--- src/rtl/spi_cmd_pkg.sv ---
package spi_cmd_pkg;
    localparam int CMD_BITS = 8;

    typedef enum logic [1:0] {PH_IDLE, PH_CMD, PH_DATA, PH_DONE} phase_e;

    typedef enum logic [2:0] {
        K_NOP, K_WREG, K_WFIFO, K_RREG, K_RPRI, K_RFIFO, K_RTAB
    } kind_e;

    function automatic logic kind_is_read(input kind_e k);
        return (k == K_RREG) || (k == K_RPRI) || (k == K_RFIFO) || (k == K_RTAB);
    endfunction
endpackage

--- src/rtl/spi_in_sync.sv ---
module spi_in_sync #(
    parameter int          W        = 3,
    parameter int          STAGES   = 2,
    parameter logic [W-1:0] RST_VAL = '0
) (
    input  logic         clk,
    input  logic         rst_n,
    input  logic [W-1:0] d_i,
    output logic [W-1:0] q_o
);
    logic [W-1:0] stage_q [STAGES];

    for (genvar g = 0; g < STAGES; g++) begin : g_stage
        always_ff @(posedge clk or negedge rst_n) begin
            if (!rst_n)      stage_q[g] <= RST_VAL;
            else if (g == 0) stage_q[g] <= d_i;
            else             stage_q[g] <= stage_q[(g > 0) ? g-1 : 0];
        end
    end

    assign q_o = stage_q[STAGES-1];
endmodule

--- src/rtl/spi_cmd_decode.sv ---
module spi_cmd_decode
    import spi_cmd_pkg::*;
#(
    parameter int IDX_W      = 6,
    parameter int WORD_BYTES = 4,
    parameter int PRI_BYTES  = 3,
    parameter int TAB_BYTES  = 32
) (
    input  logic [CMD_BITS-1:0] op,
    output kind_e               kind,
    output logic [IDX_W-1:0]    nbytes
);
    always_comb begin
        kind   = K_NOP;
        nbytes = '0;
        unique case (op)
            8'h0C: begin kind = K_WFIFO; nbytes = IDX_W'(WORD_BYTES); end
            8'h98, 8'hB8: begin kind = K_RTAB; nbytes = IDX_W'(TAB_BYTES); end
            8'hA0, 8'hC0: begin kind = K_RFIFO; nbytes = IDX_W'(WORD_BYTES); end
            8'hA4, 8'hA8, 8'hAC, 8'hC4, 8'hC8, 8'hCC: begin
                kind = K_RPRI; nbytes = IDX_W'(PRI_BYTES);
            end
            8'h84, 8'h88, 8'h8C, 8'h90, 8'h94, 8'hB4, 8'hD0, 8'hD4: begin
                kind = K_RREG; nbytes = IDX_W'(1);
            end
            default: begin
                if (!op[7] && op[1:0] == 2'b00 && op != 8'h00) begin
                    kind = K_WREG; nbytes = IDX_W'(1);
                end
            end
        endcase
    end
endmodule

--- src/rtl/spi_cmd_if.sv ---
module spi_cmd_if
    import spi_cmd_pkg::*;
#(
    parameter int WORD_BYTES  = 4,
    parameter int PRI_BYTES   = 3,
    parameter int TAB_BYTES   = 32,
    parameter int SYNC_STAGES = 2,
    localparam int IDX_W      = $clog2(TAB_BYTES + 1),
    localparam int WORD_W     = WORD_BYTES * 8,
    localparam int ADDR_W     = CMD_BITS - 3
) (
    input  logic              clk,
    input  logic              rst_n,
    input  logic              spi_cs_n,
    input  logic              spi_sck,
    input  logic              spi_si,
    output logic              spi_so,
    output logic              spi_so_oe,
    output logic [7:0]        rd_op,
    output logic [IDX_W-1:0]  rd_idx,
    input  logic [7:0]        rd_byte,
    output logic              wr_stb,
    output logic [ADDR_W-1:0] wr_addr,
    output logic [7:0]        wr_data,
    output logic              push_stb,
    output logic [WORD_W-1:0] push_word,
    output logic              pop_stb
);
    typedef struct packed {
        phase_e              phase;
        logic [2:0]          bit_cnt;
        logic [IDX_W-1:0]    idx;
        logic [7:0]          op;
        kind_e               kind;
        logic [IDX_W-1:0]    nbytes;
        logic [7:0]          rx_sh;
        logic [WORD_W-1:0]   word;
        logic [7:0]          tx_sh;
        logic                so;
        logic                oe;
        logic                sck_prev;
        logic                wr;
        logic [ADDR_W-1:0]   waddr;
        logic [7:0]          wdata;
        logic                push;
        logic                pop;
    } st_t;

    st_t st_d, st_q;

    logic [2:0] pins_s;
    logic       cs_act, sck_s, si_s, sck_rise, sck_fall;
    logic [7:0] rx_byte;
    kind_e      dec_kind;
    logic [IDX_W-1:0] dec_n, idx_nx;

    spi_in_sync #(.W(3), .STAGES(SYNC_STAGES), .RST_VAL(3'b100)) i_sync (
        .clk   (clk),
        .rst_n (rst_n),
        .d_i   ({spi_cs_n, spi_sck, spi_si}),
        .q_o   (pins_s)
    );

    assign cs_act   = ~pins_s[2];
    assign sck_s    = pins_s[1];
    assign si_s     = pins_s[0];
    assign sck_rise = sck_s & ~st_q.sck_prev;
    assign sck_fall = ~sck_s & st_q.sck_prev;
    assign rx_byte  = {st_q.rx_sh[6:0], si_s};
    assign idx_nx   = st_q.idx + 1'b1;

    spi_cmd_decode #(
        .IDX_W(IDX_W), .WORD_BYTES(WORD_BYTES), .PRI_BYTES(PRI_BYTES), .TAB_BYTES(TAB_BYTES)
    ) i_dec (
        .op     (rx_byte),
        .kind   (dec_kind),
        .nbytes (dec_n)
    );

    always_comb begin
        st_d          = st_q;
        st_d.wr       = 1'b0;
        st_d.push     = 1'b0;
        st_d.pop      = 1'b0;
        st_d.sck_prev = sck_s;
        if (!cs_act) begin
            st_d.phase   = PH_IDLE;
            st_d.oe      = 1'b0;
            st_d.so      = 1'b0;
            st_d.bit_cnt = '0;
            st_d.idx     = '0;
        end else if (st_q.phase == PH_IDLE) begin
            st_d.phase   = PH_CMD;
            st_d.oe      = 1'b1;
            st_d.so      = 1'b0;
            st_d.bit_cnt = '0;
        end else if (sck_rise) begin
            st_d.rx_sh   = rx_byte;
            st_d.bit_cnt = st_q.bit_cnt + 1'b1;
            if (st_q.bit_cnt == 3'd7) begin
                if (st_q.phase == PH_CMD) begin
                    st_d.op     = rx_byte;
                    st_d.kind   = dec_kind;
                    st_d.nbytes = dec_n;
                    st_d.idx    = '0;
                    st_d.phase  = (dec_n == '0) ? PH_DONE : PH_DATA;
                end else if (st_q.phase == PH_DATA) begin
                    case (st_q.kind)
                        K_WREG: begin
                            st_d.wr    = 1'b1;
                            st_d.waddr = st_q.op[6:2];
                            st_d.wdata = rx_byte;
                        end
                        K_WFIFO: begin
                            st_d.word = {st_q.word[WORD_W-9:0], rx_byte};
                            st_d.push = (idx_nx == st_q.nbytes);
                        end
                        K_RFIFO: st_d.pop = (idx_nx == st_q.nbytes);
                        default: ;
                    endcase
                    st_d.idx = idx_nx;
                    if (idx_nx == st_q.nbytes) st_d.phase = PH_DONE;
                end
            end
        end else if (sck_fall) begin
            if (st_q.phase == PH_DATA && kind_is_read(st_q.kind)) begin
                if (st_q.bit_cnt == 3'd0) begin
                    st_d.so    = rd_byte[7];
                    st_d.tx_sh = {rd_byte[6:0], 1'b0};
                end else begin
                    st_d.so    = st_q.tx_sh[7];
                    st_d.tx_sh = {st_q.tx_sh[6:0], 1'b0};
                end
            end else begin
                st_d.so = 1'b0;
            end
        end
    end

    always_ff @(posedge clk or negedge rst_n) begin
        if (!rst_n) begin
            st_q       <= '0;
            st_q.phase <= PH_IDLE;
            st_q.kind  <= K_NOP;
        end else begin
            st_q <= st_d;
        end
    end

    assign spi_so    = st_q.so;
    assign spi_so_oe = st_q.oe;
    assign rd_op     = st_q.op;
    assign rd_idx    = st_q.idx;
    assign wr_stb    = st_q.wr;
    assign wr_addr   = st_q.waddr;
    assign wr_data   = st_q.wdata;
    assign push_stb  = st_q.push;
    assign push_word = st_q.word;
    assign pop_stb   = st_q.pop;

    phase_e phase_w;
    kind_e  kind_w;
    assign phase_w = st_q.phase;
    assign kind_w  = st_q.kind;
endmodule

--- config.mk ---
export PLATFORM = sky130hd
export DESIGN_NAME = spi_cmd_if
export DESIGN_NICKNAME = d
export VERILOG_FILES = /design/src/rtl/spi_cmd_pkg.sv /design/src/rtl/spi_in_sync.sv /design/src/rtl/spi_cmd_decode.sv /design/src/rtl/spi_cmd_if.sv
export SDC_FILE = /design/constraint.sdc
export NUM_CORES = 1
export LEC_CHECK = 0
export BUFFER_PORTS_ARGS = -buffer_cell sky130_fd_sc_hd__clkbuf_2
export CAP_MARGIN = 20
export CELL_PAD_IN_SITES_DETAIL_PLACEMENT = 1
export CELL_PAD_IN_SITES_GLOBAL_PLACEMENT = 1
export CORE_MARGIN = 3
export CORE_UTILIZATION = 45
export DETAILED_ROUTE_END_ITERATION = 12
export PLACE_DENSITY = 0.79
export SYNTH_ARGS = -nofsm -noshare
export SYNTH_HDL_FRONTEND = slang
export SYNTH_SLANG_ARGS = --single-unit
--- constraint.sdc ---
create_clock -name clk -period 3.4 [get_ports clk]
set_clock_uncertainty 0.2 [all_clocks]
set_input_delay 0.34 -clock clk [delete_from_list [all_inputs] [get_ports clk]]
set_output_delay 0.34 -clock clk [all_outputs]
set_load 0.01 [all_outputs]
==> metrics, run 1 <==
status finished clean; Synth async-reset ratio 1.00; measured slew at the worst slew-check pin 892 ps; setup violators final 0; sequential element share of the synthesized area 0.527; TritonCTS Sinks 97; dpl cells 534; TritonCTS Buffers 9; drt pass-1 iters 4; Crit Path Category reg -> reg; max-slew violation count 0; layout cells sized above 1 0.374; Core ar. approximately 9900 µm²; fmax 347 MHz; CP endpoint kind flip-flop; WP data required 3460 ps; total number of vias 2,800; die footprint 11,500 µm²; H-tree depth 3; drt total wl 9.05 mm; # port buffers 76; startpoint types flip-flop; flops & latches, synth 97; Layout Cells excl Fill 555; DIE HEIGHT around 110 µm; max incr delay on CP 500 ps; Worst path slowest cell or4b_1; synth unique cells 48; DRT antenna net count 0; slew margin rel. 0.404; Nets 437; number of synthesized flops with an enable pin 0; I/O pin count just under 80; Max Cap Viol 0; Syn Std Cell Area ~4600 µm²; first-pass GRT wire length 15.6 mm; initial core utilization 0.467; Reg clk slew, reported paths 110 ps; Area growth syn-to-layout 7.20%; # rows 36; CP Cell Sequence inv_1 -> ha_1 -> or2_1 -> nor3_4 -> nand2_2 -> or4b_1 -> buf_4 -> mux2_4; root buf cell clkbuf_8; GRT Overall Usage 0.173; hold depth 3; TritonCTS clock tree yes; gpl congestion between 0.8 and 0.9; R2R depth 8; Final TNS setup 0 ps; Avg Vias per Cell 5.05; IR drop worst, VDD 0.191 mV; worst-skew pair later-pin latency 380 ps; Pwr per Cell Area ~430 nW/µm²; Post-CTS Setup Inserts 0; die span in x 107 µm; wire per inst between 15 and 20 µm; DR iter-0 viols 101; total gr overflow 0; Avg Inst Size Synth 11.7 µm²; drc violations 0; clk buf depth 2; critical path peak fanout 18; hpwl dp 6.44 mm; fin crit period a little under 3000 ps; crit path DAT 2940 ps; ys flop type dfrtp_1; diodes inserted 0; syn_nets approximately 410; Hold Vio Cnt, Final 0; crit share post-route 0.847; Mapped Cells 393; largest net degree at the start of global routing 50; yosys warns 0; P_leak between 2 and 3 nW; unrepaired setup endpoints after global routing false; vias in the first global route around 3,000; Hold Crit Class in -> reg; post-cts gate resize count 0; Pwr Total 2.12 mW; initial antenna violation count 0
[registers in the layout, indices dropped and copies added, names as in the netlist]
| signal | flops |
|---|---|
| rx_byte | 7 |
| st_q | 15 |
| rd_idx | 6 |
| kind_w | 3 |
| i_sync.stage_q | 3 |
| i_sync.q_o | 3 |
| wr_addr | 5 |
| phase_w | 2 |
| spi_so | 1 |
| rd_op | 8 |
| wr_data | 8 |
| spi_so_oe | 1 |
| wr_stb | 1 |
| push_word | 32 |
| push_stb | 1 |
| pop_stb | 1 |
[worst paths after layout]
check | start | to | slack (ps)
max | phase_w[0] | push_word[1] | 520
min | rd_byte[3] | st_q[23] | 60
max reg2reg | phase_w[0] | push_word[1] | 520
min reg2reg | i_sync.stage_q[5] | i_sync.q_o[2] | 160
max in group asynchronous | rst_n | push_word[29] | 1900
min in group asynchronous | rst_n | rd_idx[3] | 310
[final cells by class]
class                   count  area, µm²
inverters                   5       18.8
multi-input cells         217       1650
clock buffers               9        124
repair buffers             87        478
fillers                  1076       4920
well taps                 133        166
flip-flops and latches     97       2430
clock inverters             7       72.6
[cell families after synthesis]
family | Yosys count | share of synthesized area
AOI/OAI and AO/OA | 38 | 0.0513
and+or+nand+nor | 101 | 0.111
adders and majority gates | 7 | 0.0190
xor gates and xnor gates | 10 | 0.0190
muxes | 61 | 0.154
DFF | 97 | 0.527
buffers and inverters | 79 | 0.118
[per-stage QoR]
stage | utilization | area (µm²) | hold WS (ps) | worst slack (ps)
floorplan | - | 4610 | -156 | 760
global placement | 0.476 | 4690 | 136 | 711
detailed placement | 0.476 | 4690 | 139 | 569
CTS | 0.501 | 4940 | 48.5 | 504
global route | 0.501 | 4940 | 59.0 | 374
finish | 0.501 | 4940 | 59.9 | 520
[per-layer routing]
metal	global-route usage	part of all wire	vias up
li1	-	-	1328
met1	0.229	0.45	1406
met2	0.282	0.49	53
met3	0.0313	0.037	13
met4	0.0712	0.017	0
met5	0	0	-
[cell usage after synthesis, types with 5 or more instances]
master | count | share of area
clkbuf_1 | 10 | 0.0081
mux2i_1 | 9 | 0.020
nand2b_1 | 5 | 0.0068
nand2_1 | 45 | 0.037
mux2_4 | 9 | 0.029
ha_1 | 7 | 0.019
nor2_1 | 18 | 0.015
inv_1 | 5 | 0.0041
o21ai_0 | 17 | 0.018
mux2_2 | 43 | 0.11
dfrtp_1 | 95 | 0.52
xnor2_1 | 8 | 0.015
buf_4 | 60 | 0.098
[power breakdown]
group | leakage (nW) | switching, mW | internal (mW) | total [mW]
Sequential | 1.29 | 0.0591 | 1.18 | 1.24
Combinational | 1.19 | 0.0738 | 0.0637 | 0.138
Clock | 0.0970 | 0.454 | 0.289 | 0.743
[cells in the final DEF (no fill, tap or decap), types with 2 or more instances in the layout]
master	Yosys	final
clkbuf_2	0	75
mux2i_1	9	9
inv_6	0	2
a31oi_1	3	3
nor2_1	18	18
nand2_1	45	45
dfrtp_1	95	95
nand3b_1	2	2
nor2b_1	2	2
nor3_1	3	3
dlygate4sd3_1	0	5
ha_1	7	7
o21a_1	2	2
and3_1	2	2
inv_1	5	5
o21ai_0	17	17
and2_1	2	2
nand3_1	4	4
a21oi_1	4	4
dfstp_2	2	2
clkbuf_8	0	9
a211oi_1	2	2
xor2_1	2	2
nor4b_4	0	2
mux2_2	43	43
o31ai_1	3	3
nand2b_1	5	5
xnor2_1	8	8
nor4b_1	2	2
buf_4	60	7
mux2_4	9	9
inv_8	0	2
or3_1	4	4
[what timing repair did]
action,4_1_cts,5_1_grt
endpoints found under the hold margin,49,0
hold buffers,5,0
setup endpoints to repair,0,0
[worst max-delay path, delay by kind of cell, from the launching register on]
| family | cells | cell delay [ps] |
|---|---|---|
| flip-flops | 1 | 400 |
| AND/OR/NAND/NOR | 4 | 1260 |
| adder cells (fa/ha/maj) | 1 | 250 |
| buffers and inverters | 2 | 320 |
| multiplexers | 1 | 320 |
(Power assumes the default switching activity.)
==> run 2: changes to the inputs <==
--- a/config.mk
+++ b/config.mk
@@ -10,9 +10,9 @@
 export CELL_PAD_IN_SITES_DETAIL_PLACEMENT = 1
 export CELL_PAD_IN_SITES_GLOBAL_PLACEMENT = 1
 export CORE_MARGIN = 3
-export CORE_UTILIZATION = 45
+export CORE_UTILIZATION = 40
 export DETAILED_ROUTE_END_ITERATION = 12
-export PLACE_DENSITY = 0.79
+export PLACE_DENSITY = 0.74
 export SYNTH_ARGS = -nofsm -noshare
 export SYNTH_HDL_FRONTEND = slang
 export SYNTH_SLANG_ARGS = --single-unit
==> constraint.sdc (replaced) <==
create_clock -name clk -period 2.6 [get_ports clk]
set_clock_uncertainty 0.2 [all_clocks]
set_input_delay 0.26 -clock clk [delete_from_list [all_inputs] [get_ports clk]]
set_output_delay 0.26 -clock clk [all_outputs]
set_load 0.01 [all_outputs]
==> metrics, run 2 (synthesis results as in run 1) <==
largest net degree at the start of global routing 51; Avg Vias per Cell between 4 and 5; first-pass GRT wire length 15.7 mm; die span in x about 110 µm; Pwr per Cell Area 597 nW/µm²; gpl congestion 0.777; startpoint types flip-flop; CP endpoint kind flip-flop; fin crit period 2520 ps; drt total wl slightly above 9 mm; initial core utilization 0.418; GRT Overall Usage 0.154; Post-Place Setup Slack 40.1 ps; drt pass-1 iters 4; max FFs per register 32; slew margin rel. 0.589; TritonCTS clock tree yes; Core ar. between 10,000 and 15,000 µm²; vias in the first global route 3,085; worst-skew pair later-pin latency 340 ps; Reg clk slew, reported paths 70 ps; TritonCTS Sinks 97; WP data required about 2600 ps; DIE HEIGHT 113 µm; initial antenna violation count 0; P_leak between 2 and 3 nW; I/O pin count between 70 and 80; crit share post-route 0.970; wire per inst 16.3 µm; hpwl dp 6.72 mm; Area growth syn-to-layout 13.7%; fmax 396 MHz; max-slew violation count 0; fill cell count between 1,000 and 1,500; status finished clean; layout cells sized above 1 0.409; measured slew at the worst slew-check pin roughly 600 ps; TritonCTS Buffers 9; fin worst setup slack 77.4 ps; # rows 38; total number of vias roughly 2,900; DR iter-0 viols around 130; crit path DAT ~2600 ps; diodes inserted 0; critical path peak fanout 9; clk buf depth 2; H-tree depth 3; Max Cap Viol 0; Hold Vio Cnt, Final 0; die footprint 12,800 µm²; # port buffers between 70 and 80; IR drop worst, VDD 0.266 mV; most frequent cells in the layout dfrtp_1 (95), clkbuf_2 (75), nand2_1 (45); Hold Crit Class in -> reg; Final TNS setup 0 ps; max incr delay on CP 540 ps; drc violations 0; root buf cell clkbuf_16; CP Cell Sequence inv_2 -> ha_4 -> or2_4 -> nor3_4 -> nand2_2 -> or4b_1 -> buf_6 -> mux2_4; Pwr Total 3.13 mW; DRT antenna net count 0; setup violators final 0; commonest non-fill, non-tap cell in the layout dfrtp_1; Worst path slowest cell or4b_1; Nets 452; total gr overflow 0; Crit Path Category reg -> reg
run 2: cell types whose count changed in the layout (fill, tap and decap cells not counted), moves of 2 or more:
cell,before,now
clkbuf_16,0,9
clkbuf_8,9,0
buf_4,7,15
buf_6,0,5
ha_1,7,3
buf_12,0,2
ha_2,0,2
ha_4,0,2
run 2: worst paths after layout:
| path | from | endpoint | slack [ps] | cells after the start |
|---|---|---|---|---|
| max | phase_w[0] | push_word[6] | 80 | 8 |
| min | rd_byte[3] | st_q[23] | 10 | 3 |
| max reg2reg | phase_w[0] | push_word[6] | 80 | 8 |
| min reg2reg | i_sync.stage_q[5] | i_sync.q_o[2] | 160 | 0 |
| max in group asynchronous | rst_n | i_sync.stage_q[5] | 1220 | 3 |
| min in group asynchronous | rst_n | wr_stb | 270 | 2 |
run 2: what timing repair did:
item,in CTS,in global routing
hold buffers,5,0
hold endpoints to repair,51,0
setup endpoints to repair,0,46
gates resized for setup,0,14
buffers inserted,0,4
run 2: per-layer routing:
layer / up-vias / share of wire / global-route usage
li1: 1355 / - / -
met2: 52 / 0.50 / 0.252
met3: 11 / 0.039 / 0.0342
met5: - / 0 / 0
met4: 0 / 0.015 / 0.0561
met1: 1454 / 0.45 / 0.200
run 2: cell type report:
type / instances / area [µm²] / area share
Inverter: 5 / 18.8 / 0.00358
Clock buffer: 9 / 225 / 0.0430
Sequential cell: 97 / 2430 / 0.464
Timing Repair Buffer: 102 / 634 / 0.121
Tap cell: 140 / 175 / 0.0334
Multi-Input combinational cell: 217 / 1690 / 0.323
Clock inverter: 5 / 66.3 / 0.0127
run 2: stage by stage:
stage	instances	hold WS, ps	instance area [µm²]	util
2_1_floorplan	393	-236	4610	-
3_3_place_gp	551	114	4800	0.436
3_5_place_dp	551	120	4800	0.436
4_1_cts	570	7.15	5150	0.467
5_1_grt	575	48.3	5240	0.475
6_report	575	13.0	5240	0.475
run 2: power by group:
| part | internal (mW) | switching [mW] | total, mW |
|---|---|---|---|
| registers | 1.54 | 0.0824 | 1.62 |
| logic | 0.0925 | 0.101 | 0.194 |
| clock network | 0.746 | 0.563 | 1.31 |
run 2: critical path, delay by kind of cell (launching register included):
family | cells | cell delay [ps]
buf+inv | 2 | 270
flops | 1 | 400
simple gates | 4 | 1060
fa+ha+maj | 1 | 180
mux | 1 | 300
